<file path="config.mk">
export PLATFORM = sky130hd
export DESIGN_NAME = branch_dir_predictor
export DESIGN_NICKNAME = d
export VERILOG_FILES = /design/src/rtl/bp_pkg.sv /design/src/rtl/bp_direction.sv /design/src/rtl/bp_next_pc.sv /design/src/rtl/bp_resolve.sv /design/src/rtl/branch_dir_predictor.sv
export SDC_FILE = /design/constraint.sdc
export NUM_CORES = 1
export LEC_CHECK = 0
export CORE_ASPECT_RATIO = 0.8
export CORE_MARGIN = 3
export CORE_UTILIZATION = 43
export DETAILED_ROUTE_END_ITERATION = 12
export GPL_TIMING_DRIVEN = 0
export PLACE_DENSITY = 0.9
export SLEW_MARGIN = 20
export SYNTH_ARGS = -nofsm -noshare
export SYNTH_HDL_FRONTEND = slang
export SYNTH_SLANG_ARGS = --single-unit
</file>
<file path="constraint.sdc">
create_clock -name clk -period 9.8 [get_ports clk]
set_input_delay 1.96 -clock clk [delete_from_list [all_inputs] [get_ports clk]]
set_output_delay 1.96 -clock clk [all_outputs]
set_load 0.01 [all_outputs]
</file>
<file path="src/rtl/bp_pkg.sv">
package bp_pkg;
  typedef enum logic [1:0] {
    POL_NEVER    = 2'b00,
    POL_ALWAYS   = 2'b01,
    POL_BACKWARD = 2'b10,
    POL_FALLBACK = 2'b11
  } bp_policy_e;
endpackage

</file>
<file path="src/rtl/bp_direction.sv">
module bp_direction
  import bp_pkg::*;
#(
  parameter int ADDR_W = 32
) (
  input  logic [1:0]        mode,
  input  logic              slot_branch,
  input  logic [ADDR_W-1:0] pc,
  input  logic [ADDR_W-1:0] target,
  output logic              taken
);
  logic forward;
  logic policy_taken;

  assign forward = (target > pc);

  always_comb begin
    case (bp_policy_e'(mode))
      POL_NEVER:    policy_taken = 1'b0;
      POL_ALWAYS:   policy_taken = 1'b1;
      POL_BACKWARD: policy_taken = ~forward;
      default:      policy_taken = 1'b1;
    endcase
  end

  assign taken = slot_branch & policy_taken;
endmodule

</file>
<file path="src/rtl/bp_next_pc.sv">
module bp_next_pc #(
  parameter int ADDR_W = 32
) (
  input  logic              taken,
  input  logic [ADDR_W-1:0] pc,
  input  logic [ADDR_W-1:0] target,
  output logic [ADDR_W-1:0] next_pc
);
  logic [ADDR_W-1:0] seq_pc;

  assign seq_pc  = pc + ADDR_W'(1);
  assign next_pc = taken ? target : seq_pc;
endmodule

</file>
<file path="src/rtl/bp_resolve.sv">
module bp_resolve #(
  parameter int ADDR_W  = 32,
  parameter int PENALTY = 3,
  parameter int PEN_W   = 2
) (
  input  logic              clk,
  input  logic              rst_n,
  input  logic              r_valid,
  input  logic              r_is_branch,
  input  logic [ADDR_W-1:0] r_pc,
  input  logic [ADDR_W-1:0] r_target,
  input  logic              r_pred_taken,
  output logic              mispredict,
  output logic [PEN_W-1:0]  penalty
);
  localparam logic [PEN_W-1:0] PEN_VAL = PEN_W'(PENALTY);

  logic              actual_taken;
  logic              miss_d, miss_q;
  logic [PEN_W-1:0]  pen_d, pen_q;
  logic              upd_en;

  always_comb begin
    actual_taken = (r_target != (r_pc + ADDR_W'(1)));
    miss_d       = r_valid & r_is_branch & (actual_taken ^ r_pred_taken);
    pen_d        = miss_d ? PEN_VAL : '0;
    upd_en       = r_valid | miss_q;
  end

  always_ff @(posedge clk or negedge rst_n) begin
    if (!rst_n) begin
      miss_q <= 1'b0;
      pen_q  <= '0;
    end else if (upd_en) begin
      miss_q <= miss_d;
      pen_q  <= pen_d;
    end
  end

  assign mispredict = miss_q;
  assign penalty    = pen_q;
endmodule

</file>
<file path="src/rtl/branch_dir_predictor.sv">
module branch_dir_predictor #(
  parameter int ADDR_W  = 32,
  parameter int PENALTY = 3,
  parameter int PEN_W   = $clog2(PENALTY + 1)
) (
  input  logic              clk,
  input  logic              rst_n,
  input  logic [1:0]        mode,
  input  logic              f_valid,
  input  logic              f_is_branch,
  input  logic [ADDR_W-1:0] f_pc,
  input  logic [ADDR_W-1:0] f_target,
  output logic              pred_taken,
  output logic [ADDR_W-1:0] pred_next_pc,
  input  logic              r_valid,
  input  logic              r_is_branch,
  input  logic [ADDR_W-1:0] r_pc,
  input  logic [ADDR_W-1:0] r_target,
  input  logic              r_pred_taken,
  output logic              mispredict,
  output logic [PEN_W-1:0]  penalty
);
  logic [1:0] rst_pipe;
  logic       rst_q_n;

  always_ff @(posedge clk or negedge rst_n) begin
    if (!rst_n) rst_pipe <= 2'b00;
    else        rst_pipe <= {rst_pipe[0], 1'b1};
  end
  assign rst_q_n = rst_pipe[1];

  logic slot_branch;
  assign slot_branch = f_valid & f_is_branch;

  bp_direction #(.ADDR_W(ADDR_W)) u_dir (
    .mode        (mode),
    .slot_branch (slot_branch),
    .pc          (f_pc),
    .target      (f_target),
    .taken       (pred_taken)
  );

  bp_next_pc #(.ADDR_W(ADDR_W)) u_npc (
    .taken   (pred_taken),
    .pc      (f_pc),
    .target  (f_target),
    .next_pc (pred_next_pc)
  );

  bp_resolve #(.ADDR_W(ADDR_W), .PENALTY(PENALTY), .PEN_W(PEN_W)) u_res (
    .clk          (clk),
    .rst_n        (rst_q_n),
    .r_valid      (r_valid),
    .r_is_branch  (r_is_branch),
    .r_pc         (r_pc),
    .r_target     (r_target),
    .r_pred_taken (r_pred_taken),
    .mispredict   (mispredict),
    .penalty      (penalty)
  );
endmodule

</file>
# ---- Yosys cells after proc, flatten, opt, wreduce, memory -nomap -nowiden
# Index checks and enable logic that the tools add are counted.
dict set report totals {
  regBits 5
  wordCells 19
  out_inout_bits 36
  inputBits 137
}
dict set report classes {
  addsub 2
  reduce_logical 1
  bitwise 7
  magnitude_cmp 1
  n_eq_ne 2
  n_mux 3
}
# op count
set ops {}
lappend ops {{adder 32 x 1 -> 32 bit, second input constant} 2}
lappend ops {{> comparator 32 bit} 1}
lappend ops {{two-way mux 32 bit} 1}
lappend ops {{!= test 32 bit} 1}
lappend ops {{bitwise AND 1 bit} 4}
lappend ops {{== test 2 bit, second input constant} 1}
lappend ops {{logical NOT 2 bit} 1}
lappend ops {{two-way mux 2 bit} 1}
lappend ops {{one-hot mux 1 bit (2 select lines)} 1}
lappend ops {{inverter 1 bit} 1}
lappend ops {{bitwise OR 1 bit} 1}
lappend ops {{bitwise XOR 1 bit} 1}

# ---- Depth between registers and ports, before layout
dict set report logic_depth {
  depth_word 5
  ltp_mapped 11
  ltp_nobuf 10
}

# ---- Cells and area by module
# A second synthesis with hierarchy kept.
dict set report hier_totals {
  cells_unflattened 482
  area_unflattened_um2 3219.3
}
# mod area_per_inst_um2 n_inst seq_area_each_um2 cells_each
set modules_own_cells {}
lappend modules_own_cells {bp_resolve 1293.7 1 25.0 182}
lappend modules_own_cells {bp_next_pc 1044.8 1 0.0 178}
lappend modules_own_cells {bp_direction 820.8 1 0.0 118}
lappend modules_own_cells {branch_dir_predictor 60.1 1 50.0 4}

# ---- Least setup slack after synthesis
# No wires, ideal clock.
dict set report synth_path {
  path_type {input -> output}
  startpoint {input port f_pc[14]}
  endpoint {output port pred_next_pc[23]}
  t_arrival_ns 4.274
  path_slack_ns 3.566
  required_ns 7.840
  path_buffers 1
  stages 11
  cell_sequence {inv_1 ha_1 nand4_1 nor3_1 nand4_1 and2_1 a22oi_1 a31oi_1 nor2_1 clkbuf_1 mux2_2}
}
dict set report synth_via {
  elab_chain_len 5
}
# item line
set synth_lines {}
lappend synth_lines {{start, declared} branch_dir_predictor.sv:11} ;# input logic [ADDR_W-1:0] f_pc,
lappend synth_lines {{> comparator 32 bit} bp_direction.sv:15} ;# assign forward = (target > pc);
lappend synth_lines {{inverter 1 bit} bp_direction.sv:21} ;# POL_BACKWARD: policy_taken = ~forward;
lappend synth_lines {{one-hot mux 1 bit (2 select lines)} bp_direction.sv:18} ;# case (bp_policy_e'(mode))
lappend synth_lines {{bitwise AND 1 bit} bp_direction.sv:26} ;# assign taken = slot_branch & policy_taken;
lappend synth_lines {{named net pred_taken} branch_dir_predictor.sv:13} ;# output logic pred_taken,
lappend synth_lines {{two-way mux 32 bit} bp_next_pc.sv:12} ;# assign next_pc = taken ? target : seq_pc;
lappend synth_lines {{end, declared} branch_dir_predictor.sv:14} ;# output logic [ADDR_W-1:0] pred_next_pc,
# The timed path passes the listed nets, and every way through them passes these cells.

# ---- Worst setup path in the final report
dict set report layout_path {
  startpoint {input port f_pc[10]}
  endpoint {output port pred_next_pc[20]}
}
dict set report layout_via {
  elab_chain_len 5
}
# item line
set layout_lines {}
lappend layout_lines {{> comparator 32 bit} bp_direction.sv:15}
lappend layout_lines {{inverter 1 bit} bp_direction.sv:21}
lappend layout_lines {{one-hot mux 1 bit (2 select lines)} bp_direction.sv:18}
lappend layout_lines {{bitwise AND 1 bit} bp_direction.sv:26}
lappend layout_lines {{two-way mux 32 bit (*)} bp_next_pc.sv:12}
# Every way passes the cells marked *; elsewhere a longest branch is shown, timed or not.

==> results.ini <==
[cts]
cts_tree = yes
cts_buffers = 3
htreeDepth = 1
cts_setup_buffers = 0
cts_buffer_depth = 2
root_buffer = clkbuf_8
clkLatencyLatePin_ps = 210
cts.sinks = 3
postCtsHoldBufs = 0
cts_resized = 0
path_clk_slew_ps = 30

[logic_synthesis]
syn_nets = 566
synthTopCellsByArea = xnor2_1, ha_1, mux2_2, inv_1, nand4_1
ys_types = 53
synth.most_common_cell = xnor2_1
yosys_warnings = 0
synthArstFlopShare_pct = 100
syn-instance-count = 395
avgSynthCellArea_um2 = 7.54
netlist_area_mm2 = 0.00298
synth_edf_count = 0
netlist.area_leader.share_pct = 17.4
ys.flop_type = dfrtp_1
ys_seq_elements = 3
synthTopCellsByCount = xnor2_1, inv_1, ha_1, mux2_2
yosys.area.top_type = xnor2_1
synth-seq-area-share_pct = 2.52

[die]
die_h_um = 80.4
rows = 26
ios = 173
die_width_um = 99.0
start_util_pct = 45.5
core-area_mm2 = 0.00654
die-area_mm2 = 0.00797

[sta]
fin_setup_tns_ps = 0
fin_crit_sh_pct = 79.0
max_slew_margin_pct = 27.6
holdWs_ps = -0.528
rsz0062_at_grt = false
hold_viol = 1
worst-slew-pin-transition_ps = 1080
fin_skew_ps = 1.14
setup_viol = 0
min_period_ps = 7740
max_freq_mhz = 129
maxSlewViolCount = 0

[global_route]
grt_pass1_vias = 3658
antenna_found_initial = 0
grt_max_degree = 11
grt_use_total_pct = 25.9
gr-total-overflow = 0
grt_first_pass_wirelength_um = 17200

[power_and_ir_drop]
p_sw_mw = 0.0886
powerDensity_mw_per_mm2 = 50.7
p_int_mw = 0.156
combPwrFrac_pct = 80.0
p_clk_share_pct = 14.5
power.total_mw = 0.244
swShare_pct = 36.3
power.share.sequential_pct = 5.5
p_leak_nw = 1.88
vdd_ir_drop_max_mv = 0.0309

[drt]
drc = 0
antenna_left = 0
wl_um = 10800
viasPerCell = 5.64
routedWlPerCell_um = 16.6
num_vias = 3679
drtIter0Drc = 168
first_pass_iters = 5

[run_status]
status = finished, violations left
failed_checks = negative hold slack

[placement]
gp_congestion = 0.928
hpwlAfterDp_um = 9440
io_buffers = 169

[worst_setup_path]
arrival_ps = 5780
cp-end-kind = primary output
start_kind = input pin
critical_path_class = in2out
reg2reg_depth = 0
path_max_fanout = 10
crit_required_ps = 7840

[finish]
num-nets-final = 740
areaGrowthSynthToFinish_pct = 61.8
drive_gt1_share_pct = 9.51
final_util_pct = 73.7
diodes = 0

[job]
drv_cap = 0

[min_path]
worstHoldPathType = reg2async

[area by class of cell]
| class | count | area, um^2 |
|---|---|---|
| tap | 84 | 105 |
| inverter | 38 | 143 |
| fill | 522 | 1720 |
| multi-input combinational | 342 | 2690 |
| clock buffer | 4 | 45.0 |
| buffer | 12 | 71.3 |
| sequential | 3 | 75.1 |
| timing repair buffer | 169 | 1690 |
[layout by cell type (no fill, tap or decap), drive strengths merged, types with 5 or more instances in the layout]
master and n:
a21o 12, a21oi 11, buf 9, clkbuf 7, clkdlybuf4s50 169, ha 34, inv 38, mux2 31
mux2i 5, nand2 22, nand3 17, nand4 24, nor2 13, nor2b 5, nor3 12, nor4 17
o211ai 7, o21ai 8, or4 7, xnor2 59, xor2 11
[flip-flops by register name, summed over array words and instances, names as in the netlist]
| register | cells |
|---|---|
| rst_pipe | 2 |
| u_res.penalty | 1 |
[stage by stage]
| stage | cell area [um^2] | hold WS (ps) | setup WS [ps] | cells |
|---|---|---|---|---|
| CTS | 4820 | 2.19 | 2080 | 652 |
| finish | 4820 | -0.528 | 2060 | 652 |
| global placement | 4770 | -3.77 | 2130 | 648 |
| global route | 4820 | 7.77 | 1710 | 652 |
| detailed placement | 4770 | -0.230 | 2090 | 648 |
| floorplan | 2980 | -5.66 | 3570 | 395 |
[path summary, 6_finish.rpt]
path | slack (ps) | start | end
worst max-delay path | 2060 | f_pc[10] | pred_next_pc[20]
min in group clk | 360 | rst_pipe[0] | rst_pipe[1]
max in group asynchronous | 7760 | rst_n | rst_pipe[0]
worst max register to register | 9320 | rst_pipe[0] | rst_pipe[1]
worst min register to register | -0.5 | rst_pipe[1] | u_res.penalty[0]
worst min-delay path | -0.5 | rst_pipe[1] | u_res.penalty[0]
[worst max-delay path, stage by stage]
cell	delay, ps
clkdlybuf4s50_1	590
inv_1	110
ha_1	320
nand4_1	120
nor3_1	300
nand4_1	180
and2_1	200
a22oi_1	130
a31oi_1	100
nor2_1	370
clkbuf_1	490
mux2_2	400
clkdlybuf4s50_1	510
[logic make-up (layout without fill, tap and decap cells)]
family                     Yosys count  after routing  share of synthesized area [%]
DFF                                  3              3                           2.52
xor gates and xnor gates            70             70                           20.6
other                                1              1                          0.126
AOI/OAI and AO/OA                   63             63                           14.7
and+or+nand+nor                    138            138                           27.2
buffers and inverters               50            223                           7.18
muxes                               36             36                           13.4
adders and majority gates           34             34                           14.3
[power groups by stage]
| stage | clock network (mW) | logic (mW) | registers (mW) |
|---|---|---|---|
| CTS | 0.0363 | 0.195 | 0.0133 |
| detailed placement | 0 | 0.193 | 0.0135 |
| floorplan | 0 | 0.0867 | 0.0135 |
| finish | 0.0354 | 0.195 | 0.0133 |
| global placement | 0 | 0.188 | 0.0134 |
| global route | 0.0368 | 0.212 | 0.0134 |
[metal layers]
| layer | up-vias | GRT usage [%] | share of wire (%) |
|---|---|---|---|
| li1 | 1808 | - | - |
| met1 | 1700 | 33.3 | 42 |
| met2 | 159 | 45.8 | 49 |
| met3 | 12 | 3.99 | 8.1 |
| met4 | 0 | 5.05 | 1.3 |
| met5 | - | 0 | 0 |
No activity file was read; power rests on OpenSTA's default activity.
